### config.mk
export PLATFORM = sky130hd
export DESIGN_NAME = ext_irq_ctrl
export DESIGN_NICKNAME = d
export VERILOG_FILES = /design/src/rtl/ext_irq_pkg.sv /design/src/rtl/irq_sync.sv /design/src/rtl/irq_glitch_filter.sv /design/src/rtl/irq_detect.sv /design/src/rtl/ext_irq_ctrl.sv
export SDC_FILE = /design/constraint.sdc
export NUM_CORES = 1
export LEC_CHECK = 0
export ABC_AREA = 1
export BUFFER_PORTS_ARGS = -buffer_cell sky130_fd_sc_hd__buf_2
export CORE_MARGIN = 2
export CORE_UTILIZATION = 50
export DETAILED_ROUTE_END_ITERATION = 10
export GPL_TIMING_DRIVEN = 0
export HOLD_SLACK_MARGIN = 0.02
export PLACE_DENSITY = 0.82
export SLEW_MARGIN = 10
export SYNTH_ARGS = -nofsm -noshare
export SYNTH_HDL_FRONTEND = slang
export SYNTH_SLANG_ARGS = --single-unit
### constraint.sdc
create_clock -name clk_i -period 2.1 [get_ports clk_i]
set_input_delay 0.42 -clock clk_i [delete_from_list [all_inputs] [get_ports clk_i]]
set_output_delay 0.42 -clock clk_i [all_outputs]
set_load 0.01 [all_outputs]
### src/rtl/ext_irq_pkg.sv
`timescale 1ns/1ps
package ext_irq_pkg;
  localparam int unsigned CFG_W      = 32;
  localparam int unsigned LOCK_BIT   = 31;
  localparam int unsigned EN_BIT     = 16;
  localparam int unsigned LVL_BIT    = 9;
  localparam int unsigned POL_BIT    = 8;
  localparam int unsigned GFEN_BIT   = 4;
  localparam int unsigned SEL_W      = 2;
  localparam logic [CFG_W-1:0] CFG_MASK = 32'h8001_0313;
  // longest filter window is 2^(2^SEL_W) cycles
  localparam int unsigned FCNT_W     = 2**SEL_W;

  typedef struct packed {
    logic             lock;
    logic             en;
    logic             lvl;
    logic             pol;
    logic             gfen;
    logic [SEL_W-1:0] sel;
  } src_cfg_t;

  function automatic src_cfg_t unpack_cfg(input logic [CFG_W-1:0] w);
    src_cfg_t c;
    c.lock = w[LOCK_BIT];
    c.en   = w[EN_BIT];
    c.lvl  = w[LVL_BIT];
    c.pol  = w[POL_BIT];
    c.gfen = w[GFEN_BIT];
    c.sel  = w[SEL_W-1:0];
    return c;
  endfunction
endpackage

### src/rtl/irq_sync.sv
`timescale 1ns/1ps
module irq_sync #(
  parameter int unsigned STAGES = 2
) (
  input  logic clk_i,
  input  logic rst_ni,
  input  logic d_i,
  output logic q_o
);
  logic [STAGES-1:0] sr_q;

  always_ff @(posedge clk_i or negedge rst_ni) begin
    if (!rst_ni) sr_q <= '0;
    else         sr_q <= {sr_q[STAGES-2:0], d_i};
  end

  assign q_o = sr_q[STAGES-1];
endmodule

### src/rtl/irq_glitch_filter.sv
`timescale 1ns/1ps
module irq_glitch_filter
  import ext_irq_pkg::*;
(
  input  logic             clk_i,
  input  logic             rst_ni,
  input  logic             en_i,
  input  logic [SEL_W-1:0] sel_i,
  input  logic             d_i,
  output logic             q_o
);
  logic              filt_q;
  logic [FCNT_W-1:0] cnt_q;
  logic [FCNT_W-1:0] lim;

  // new value accepted on the 2^(sel+1)-th consecutive differing cycle
  assign lim = FCNT_W'((1 << (sel_i + 1)) - 1);

  always_ff @(posedge clk_i or negedge rst_ni) begin
    if (!rst_ni) begin
      filt_q <= 1'b0;
      cnt_q  <= '0;
    end else if (!en_i) begin
      filt_q <= d_i;
      cnt_q  <= '0;
    end else if (d_i == filt_q) begin
      cnt_q  <= '0;
    end else if (cnt_q == lim) begin
      filt_q <= d_i;
      cnt_q  <= '0;
    end else begin
      cnt_q  <= cnt_q + 1'b1;
    end
  end

  assign q_o = en_i ? filt_q : d_i;
endmodule

### src/rtl/irq_detect.sv
`timescale 1ns/1ps
module irq_detect (
  input  logic clk_i,
  input  logic rst_ni,
  input  logic en_i,
  input  logic lvl_i,
  input  logic pol_i,
  input  logic sig_i,
  input  logic clr_i,
  output logic status_o
);
  logic prev_q, st_q, hit_edge;

  assign hit_edge = pol_i ? (sig_i & ~prev_q) : (~sig_i & prev_q);

  always_ff @(posedge clk_i or negedge rst_ni) begin
    if (!rst_ni) begin
      prev_q <= 1'b0;
      st_q   <= 1'b0;
    end else begin
      prev_q <= sig_i;
      if (lvl_i)                st_q <= en_i & (sig_i == pol_i);
      else if (en_i & hit_edge) st_q <= 1'b1;
      else if (clr_i)           st_q <= 1'b0;
    end
  end

  assign status_o = st_q;
endmodule

### src/rtl/ext_irq_ctrl.sv
`timescale 1ns/1ps
module ext_irq_ctrl
  import ext_irq_pkg::*;
#(
  parameter int unsigned NSRC   = 2,
  parameter int unsigned ADDR_W = 8
) (
  input  logic              clk_i,
  input  logic              rst_ni,
  input  logic              bus_we_i,
  input  logic [ADDR_W-1:0] bus_addr_i,
  input  logic [CFG_W-1:0]  bus_wdata_i,
  output logic [CFG_W-1:0]  bus_rdata_o,
  input  logic [NSRC-1:0]   src_i,
  output logic [NSRC-1:0]   status_o,
  output logic              irq_o
);
  localparam logic [ADDR_W-1:0] WP_ADDR   = '0;
  localparam logic [ADDR_W-1:0] STAT_ADDR = ADDR_W'(4 * (NSRC + 1));

  logic              wp_q;
  logic [CFG_W-1:0]  cfg_q [NSRC];
  logic [NSRC-1:0]   clr;
  logic [NSRC-1:0]   st;

  always_ff @(posedge clk_i or negedge rst_ni) begin
    if (!rst_ni)                                wp_q <= 1'b0;
    else if (bus_we_i && bus_addr_i == WP_ADDR) wp_q <= bus_wdata_i[0];
  end

  assign clr = (bus_we_i && bus_addr_i == STAT_ADDR) ? bus_wdata_i[NSRC-1:0] : '0;

  for (genvar i = 0; i < NSRC; i++) begin : g_src
    logic     hit, take, s_sync, s_filt;
    src_cfg_t c;

    assign hit  = bus_we_i && (bus_addr_i == ADDR_W'(4 * (i + 1)));
    assign take = hit & ~wp_q & ~cfg_q[i][LOCK_BIT];
    assign c    = unpack_cfg(cfg_q[i]);

    always_ff @(posedge clk_i or negedge rst_ni) begin
      if (!rst_ni)   cfg_q[i] <= '0;
      else if (take) cfg_q[i] <= bus_wdata_i & CFG_MASK;
    end

    irq_sync #(.STAGES(2)) u_sync (
      .clk_i (clk_i),
      .rst_ni(rst_ni),
      .d_i   (src_i[i]),
      .q_o   (s_sync)
    );

    irq_glitch_filter u_filt (
      .clk_i (clk_i),
      .rst_ni(rst_ni),
      .en_i  (c.gfen),
      .sel_i (c.sel),
      .d_i   (s_sync),
      .q_o   (s_filt)
    );

    irq_detect u_det (
      .clk_i   (clk_i),
      .rst_ni  (rst_ni),
      .en_i    (c.en),
      .lvl_i   (c.lvl),
      .pol_i   (c.pol),
      .sig_i   (s_filt),
      .clr_i   (clr[i]),
      .status_o(st[i])
    );
  end

  always_comb begin
    bus_rdata_o = '0;
    if (bus_addr_i == WP_ADDR)   bus_rdata_o = {{(CFG_W-1){1'b0}}, wp_q};
    if (bus_addr_i == STAT_ADDR) bus_rdata_o = CFG_W'(st);
    for (int i = 0; i < NSRC; i++)
      if (bus_addr_i == ADDR_W'(4 * (i + 1))) bus_rdata_o = cfg_q[i];
  end

  assign status_o = st;
  assign irq_o    = |st;
endmodule

# [Word level (Yosys, flattened, before mapping)]
# Cells that the tools add are included.
[totals] ff_bits=33 latch_bits=0 ramBits=0 mem_bits_ro=0 in_bits=45 output_inout_bits=35 elab_cells=90 memories=0
[classes] add_sub_neg=6 n_mul=0 n_div=0 n_lt_le_gt_ge=0 eq_ne=13 n_shift=2 mux=27 bitwise=19 reduce_logical=10
[op_table] cell="$mux 32" count=2
[op_table] cell="$shl 1x32->4 const A" count=2
[op_table] cell="$mux 4" count=6
[op_table] cell="$mux 1" count=17
[op_table] cell="$eq 8x4->1 const B" count=2
[op_table] cell="$and 1x1->1" count=12
[op_table] cell="$add 4x1->4 const B" count=2
[op_table] cell="$eq 4x4->1" count=2
[op_table] cell="$eq 8x3->1 const B" count=1
[op_table] cell="$logic_not 8->1" count=1
[op_table] cell="$sub 4x2->4 const B" count=2
[op_table] cell="$not 1->1" count=7
[op_table] cell="$add 2x1->3 const B" count=2
[op_table] cell="$reduce_bool 3->1" count=2
[op_table] cell="$eq 1x1->1" count=4
[op_table] cell="$logic_and 1x1->1" count=4
[op_table] cell="$mux 2" count=2
[op_table] cell="$ne 2x1->1 const B" count=2
[op_table] cell="$ne 2x2->1 const B" count=2
[op_table] cell="$reduce_and 2->1" count=2
[op_table] cell="$reduce_or 2->1" count=1

# [Logic depth before layout (Yosys ltp)]
[depth] ltp_word=7 ltp_mapped=9 depth_no_buf=8

# [Cells and area by module]
# From an unflattened synthesis, not the netlist that was laid out.
[hier_totals] hier_cells=291 hier_area_um2=2050.7
[by_module_without_submodules] module="ext_irq_ctrl" instances=1 cells_per_inst=143 area_each_um2=1034.7 seq_area_each_um2=375.4
[by_module_without_submodules] module="irq_glitch_filter" instances=2 cells_per_inst=56 area_each_um2=355.3 seq_area_each_um2=125.1
[by_module_without_submodules] module="irq_detect" instances=2 cells_per_inst=16 area_each_um2=102.6 seq_area_each_um2=50.0
[by_module_without_submodules] module="irq_sync" instances=2 cells_per_inst=2 area_each_um2=50.0 seq_area_each_um2=50.0

# [Worst setup path after synthesis]
# Ideal clock, no wire load.
[synth_path] path_type="input to output" startpoint="in bus_addr_i[6]" endpoint="out bus_rdata_o[1]" t_arrival_ps=1149 required_ps=1680 slack_ps=531 stages=7 n_path_buf=0 cell_sequence="inv_1 nand2_1 nor2_8 nand2_1 nand2_1 nor2_1 nor2_1"
[synth_between] elab_chain_len=4 word_cells_on_any_way=6 classes_between="eq/ne (3); mux (3)"
[synth_rtl] item="start: declaration" line_no="ext_irq_ctrl.sv:11" text="input logic [ADDR_W-1:0] bus_addr_i,"
[synth_rtl] item="$eq 8x4->1" line_no="ext_irq_ctrl.sv:77" text="if (bus_addr_i == STAT_ADDR) bus_rdata_o = CFG_W'(st);"
[synth_rtl] item="$mux 2" line_no="ext_irq_ctrl.sv:77"
[synth_rtl] item="$mux 32" line_no="ext_irq_ctrl.sv:79" text="if (bus_addr_i == ADDR_W'(4 * (i + 1))) bus_rdata_o = cfg_q[i];"
[synth_rtl] item="$mux 32 (*)" line_no="ext_irq_ctrl.sv:79"
[synth_rtl] item="end: declaration" line_no="ext_irq_ctrl.sv:13" text="output logic [CFG_W-1:0] bus_rdata_o,"
# Every way passes the cells marked *; elsewhere a longest branch is shown, timed or not.

# [Final worst setup path]
[layout_path] startpoint="in bus_addr_i[6]" endpoint="out bus_rdata_o[31]"
[layout_between] elab_chain_len=3 word_cells_on_any_way=4 classes_between="eq/ne (2); mux (2)"
[layout_rtl] item="$eq 8x3->1" line_no="ext_irq_ctrl.sv:79"
[layout_rtl] item="$mux 32" line_no="ext_irq_ctrl.sv:79"
[layout_rtl] item="$mux 32 (*)" line_no="ext_irq_ctrl.sv:79"
# Marked as above.

==> impl_metrics.json <==
{
  "yosysSeqAreaShare": 0.415,
  "worstPathArrival_ns": 1.43,
  "ant_nets": 0,
  "post-route-min-period_ns": 1.85,
  "global_route.usage.total": 0.188,
  "rr_worst_depth": 7,
  "post-cts-setup-buffers": 0,
  "antenna_found_initial": 0,
  "ys_ff_latch": 33,
  "power-per-cell-area_nw_per_um2": 532,
  "postRouteWirelength_mm": 3.60,
  "critical_path.reg2reg.startpoint": "wp_q",
  "crit_buf_inv": 3,
  "numPlacedInstances": 356,
  "drt_drc_violations_left": 0,
  "clk_pin_slew_worst_paths_ns": 0.06,
  "grt_overflow": 0,
  "synthToLayoutAreaGrowth_pct": 19.2,
  "postSynthAreaPerCell_um2": 7.81,
  "hold_slack_ns": 0.186,
  "max_slew_margin": 0.523,
  "final-max-slew-violation-count": 0,
  "setup_viol": 0,
  "timing.final.crit_share": 0.880,
  "critPathCaptureType": "output pin",
  "crit_path_max_incr_delay_ns": 0.19,
  "tritoncts_clock_tree": "yes",
  "yosys_warnings": 0,
  "fin_skew_ns": 0.00377,
  "dr_total_vias": 1650,
  "cts-htree-levels": 2,
  "portBuffers": 29,
  "cp_max_fanout": 10,
  "finalSetupTns_ns": 0,
  "rsz0062_at_grt": "no",
  "timing.max_cap.violations": 0,
  "asyncSetResetFlopFracSynth": 1.00,
  "setup.worst_path.end": "bus_rdata_o[31]",
  "post_synth_edffs": 0,
  "initial_utilization": 0.532,
  "grt_max_degree": 34,
  "critical_path.startpoint_type": "primary input",
  "synth_cell_types": 27,
  "cp.depth": 7,
  "layout.cells.non_filler": 363,
  "worst_path_dominant_cell_family": "simple AND/OR/NAND/NOR gates",
  "num-fill-cells": 351,
  "die_ar_um2": 4500,
  "fmax_ghz": 0.541,
  "ctsLongestPathBuffers": 2,
  "report.final.hold_viol_count": 0,
  "path_class": "in -> out",
  "minimum_setup_slack_among_reg_to_reg_paths_ns": 0.92,
  "core_area_um2": 3740,
  "dr.pass1.iters": 4,
  "cts_hold_buffers": 0,
  "startpoint": "bus_addr_i[6]",
  "cts_root_buffer": "sky130_fd_sc_hd__clkbuf_8",
  "drt-vias-per-instance": 4.55,
  "power.static_leakage_nw": 1.35,
  "status": "complete, no violations",
  "timing.critical_path.slowest_stage_cell": "sky130_fd_sc_hd__nor2_8",
  "peak_vdd_ir_v": 0.000465,
  "tightest_slew_ns": 0.715,
  "drt_iter0_markers": 60,
  "cts_made_buffers": 5,
  "finalWeightedCongestion": 0.804,
  "hold_class": "in -> async",
  "final_layout_size_suffix_gt1_frac": 0.267,
  "crit_path_cell_trace": "buf_2, inv_1, nand2_1, nor2_8, nand2_1, o22ai_1, buf_2",
  "dp_hpwl_mm": 2.91,
  "worstReg2RegEnd": "cfg_q[1]",
  "final_net_count": 362,
  "ys.flop_type": "sky130_fd_sc_hd__dfrtp_1",
  "antenna_cells": 0,
  "floorplan.die.width_um": 67.1,
  "die-height_um": 67.1,
  "post_cts_resize_count": 0,
  "worst_skew_pair.late_latency_ns": 0.28,
  "mappedNetlistArea_um2": 1990,
  "placement_rows": 22,
  "timing.critical_path.required_ns": 1.68,
  "post_synth_inst_count": 255,
  "wl_per_cell_um": 9.92,
  "global_route_wire_length_before_repair_mm": 6.22,
  "io_pins": 80,
  "cts.sinks": 33,
  "grt_pass1_vias": 1464
}
[where the power goes]
part           leakage (nW)  total (W)  internal [W]  switching [W]
Combinational         0.885   0.000140     0.0000600      0.0000798
Sequential            0.422   0.000654      0.000647     0.00000702
Clock                0.0443   0.000469      0.000260       0.000209
Total                  1.35    0.00126      0.000966       0.000296
[layout by cell type, fill, tap and decap left out, types with 3 or more instances in the layout]
| master | instances |
|---|---|
| sky130_fd_sc_hd__nand2_1 | 60 |
| sky130_fd_sc_hd__inv_1 | 37 |
| sky130_fd_sc_hd__dfrtp_1 | 33 |
| sky130_fd_sc_hd__buf_2 | 29 |
| sky130_fd_sc_hd__buf_4 | 27 |
| sky130_fd_sc_hd__nand3_1 | 26 |
| sky130_fd_sc_hd__conb_1 | 25 |
| sky130_fd_sc_hd__nor2_1 | 20 |
| sky130_fd_sc_hd__o21ai_1 | 8 |
| sky130_fd_sc_hd__o21ai_2 | 7 |
| sky130_fd_sc_hd__clkbuf_8 | 6 |
| sky130_fd_sc_hd__nand2_2 | 5 |
| sky130_fd_sc_hd__o21ai_0 | 4 |
| sky130_fd_sc_hd__xor2_1 | 3 |
[area by class of cell]
type / count / area, um2 / share of cell area
clock buffers: 7 / 86.3 / 0.0364
repair buffers: 29 / 145 / 0.0612
plain buffers: 29 / 225 / 0.0949
multi-input cells: 178 / 881 / 0.371
well taps: 48 / 60.1 / 0.0253
flip-flops and latches: 33 / 826 / 0.348
inverters: 39 / 149 / 0.0628
[state kept, by name, indices dropped and copies added, names as in the netlist]
signal,flops
cfg_q,14
g_src.u_filt.cnt_q,8
g_src.u_sync.sr_q,4
g_src.u_det.prev_q,2
g_src.u_det.status_o,2
g_src.u_filt.filt_q,2
wp_q,1
[logic make-up after synthesis]
group / share of synthesized area
other: 0.00188
flip-flops: 0.415
XOR/XNOR: 0.0220
AND/OR/NAND/NOR: 0.281
AO/OA/AOI/OAI: 0.0798
adder cells (fa/ha/maj): 0.0126
buffers and inverters: 0.188
[routing by layer]
layer | wire length [um] | vias to the layer above | track usage
li1 | - | 857 | -
met1 | 1610 | 739 | 0.229
met2 | 1660 | 51 | 0.312
met3 | 290 | 3 | 0.0591
met4 | 36 | 0 | 0.0689
met5 | 0 | - | 0
[how the worst min path moves through the flow]
stage	start	end	slack, ns	cells after the start
2_1_floorplan	rst_ni	cfg_q[0]	0.12	0
3_5_place_dp	g_src[0].u_sync.sr_q[0]	g_src[0].u_sync.sr_q[1]	0.33	0
6_report	rst_ni	g_src[0].u_filt.cnt_q[3]	0.19	1
4_1_cts	rst_ni	g_src[0].u_filt.cnt_q[3]	0.21	1
5_1_grt	src_i[1]	g_src[1].u_sync.sr_q[0]	0.23	1
3_3_place_gp	g_src[0].u_sync.sr_q[0]	g_src[0].u_sync.sr_q[1]	0.33	0
[Yosys cell counts, types with 2 or more instances]
| cell type | n | share of area |
|---|---|---|
| sky130_fd_sc_hd__inv_1 | 37 | 0.070 |
| sky130_fd_sc_hd__o21ai_1 | 8 | 0.020 |
| sky130_fd_sc_hd__buf_6 | 2 | 0.011 |
| sky130_fd_sc_hd__o211ai_1 | 2 | 0.0075 |
| sky130_fd_sc_hd__dfrtp_1 | 33 | 0.41 |
| sky130_fd_sc_hd__nand2_2 | 5 | 0.016 |
| sky130_fd_sc_hd__a21oi_1 | 2 | 0.0050 |
| sky130_fd_sc_hd__nor3_1 | 2 | 0.0050 |
| sky130_fd_sc_hd__o22ai_1 | 2 | 0.0063 |
| sky130_fd_sc_hd__ha_1 | 2 | 0.013 |
| sky130_fd_sc_hd__xnor2_1 | 2 | 0.0088 |
| sky130_fd_sc_hd__nand3_1 | 26 | 0.065 |
| sky130_fd_sc_hd__nand2_1 | 60 | 0.11 |
| sky130_fd_sc_hd__o21ai_0 | 4 | 0.010 |
| sky130_fd_sc_hd__o21ai_2 | 7 | 0.031 |
| sky130_fd_sc_hd__nor2_1 | 20 | 0.038 |
| sky130_fd_sc_hd__nor2_4 | 2 | 0.011 |
| sky130_fd_sc_hd__xor2_1 | 3 | 0.013 |
| sky130_fd_sc_hd__buf_4 | 27 | 0.10 |
| sky130_fd_sc_hd__nand2_4 | 2 | 0.011 |
[through the flow]
stage | util | total power [W] | setup slack [ns] | area (um2)
2_1_floorplan | - | 0.000761 | 0.531 | 2080
3_3_place_gp | 0.611 | 0.000802 | 0.281 | 2290
3_5_place_dp | 0.611 | 0.000805 | 0.261 | 2290
4_1_cts | 0.634 | 0.00128 | 0.258 | 2370
5_1_grt | 0.634 | 0.00133 | 0.107 | 2370
6_report | 0.634 | 0.00126 | 0.253 | 2370
No activity file was read; power rests on OpenSTA's default activity.
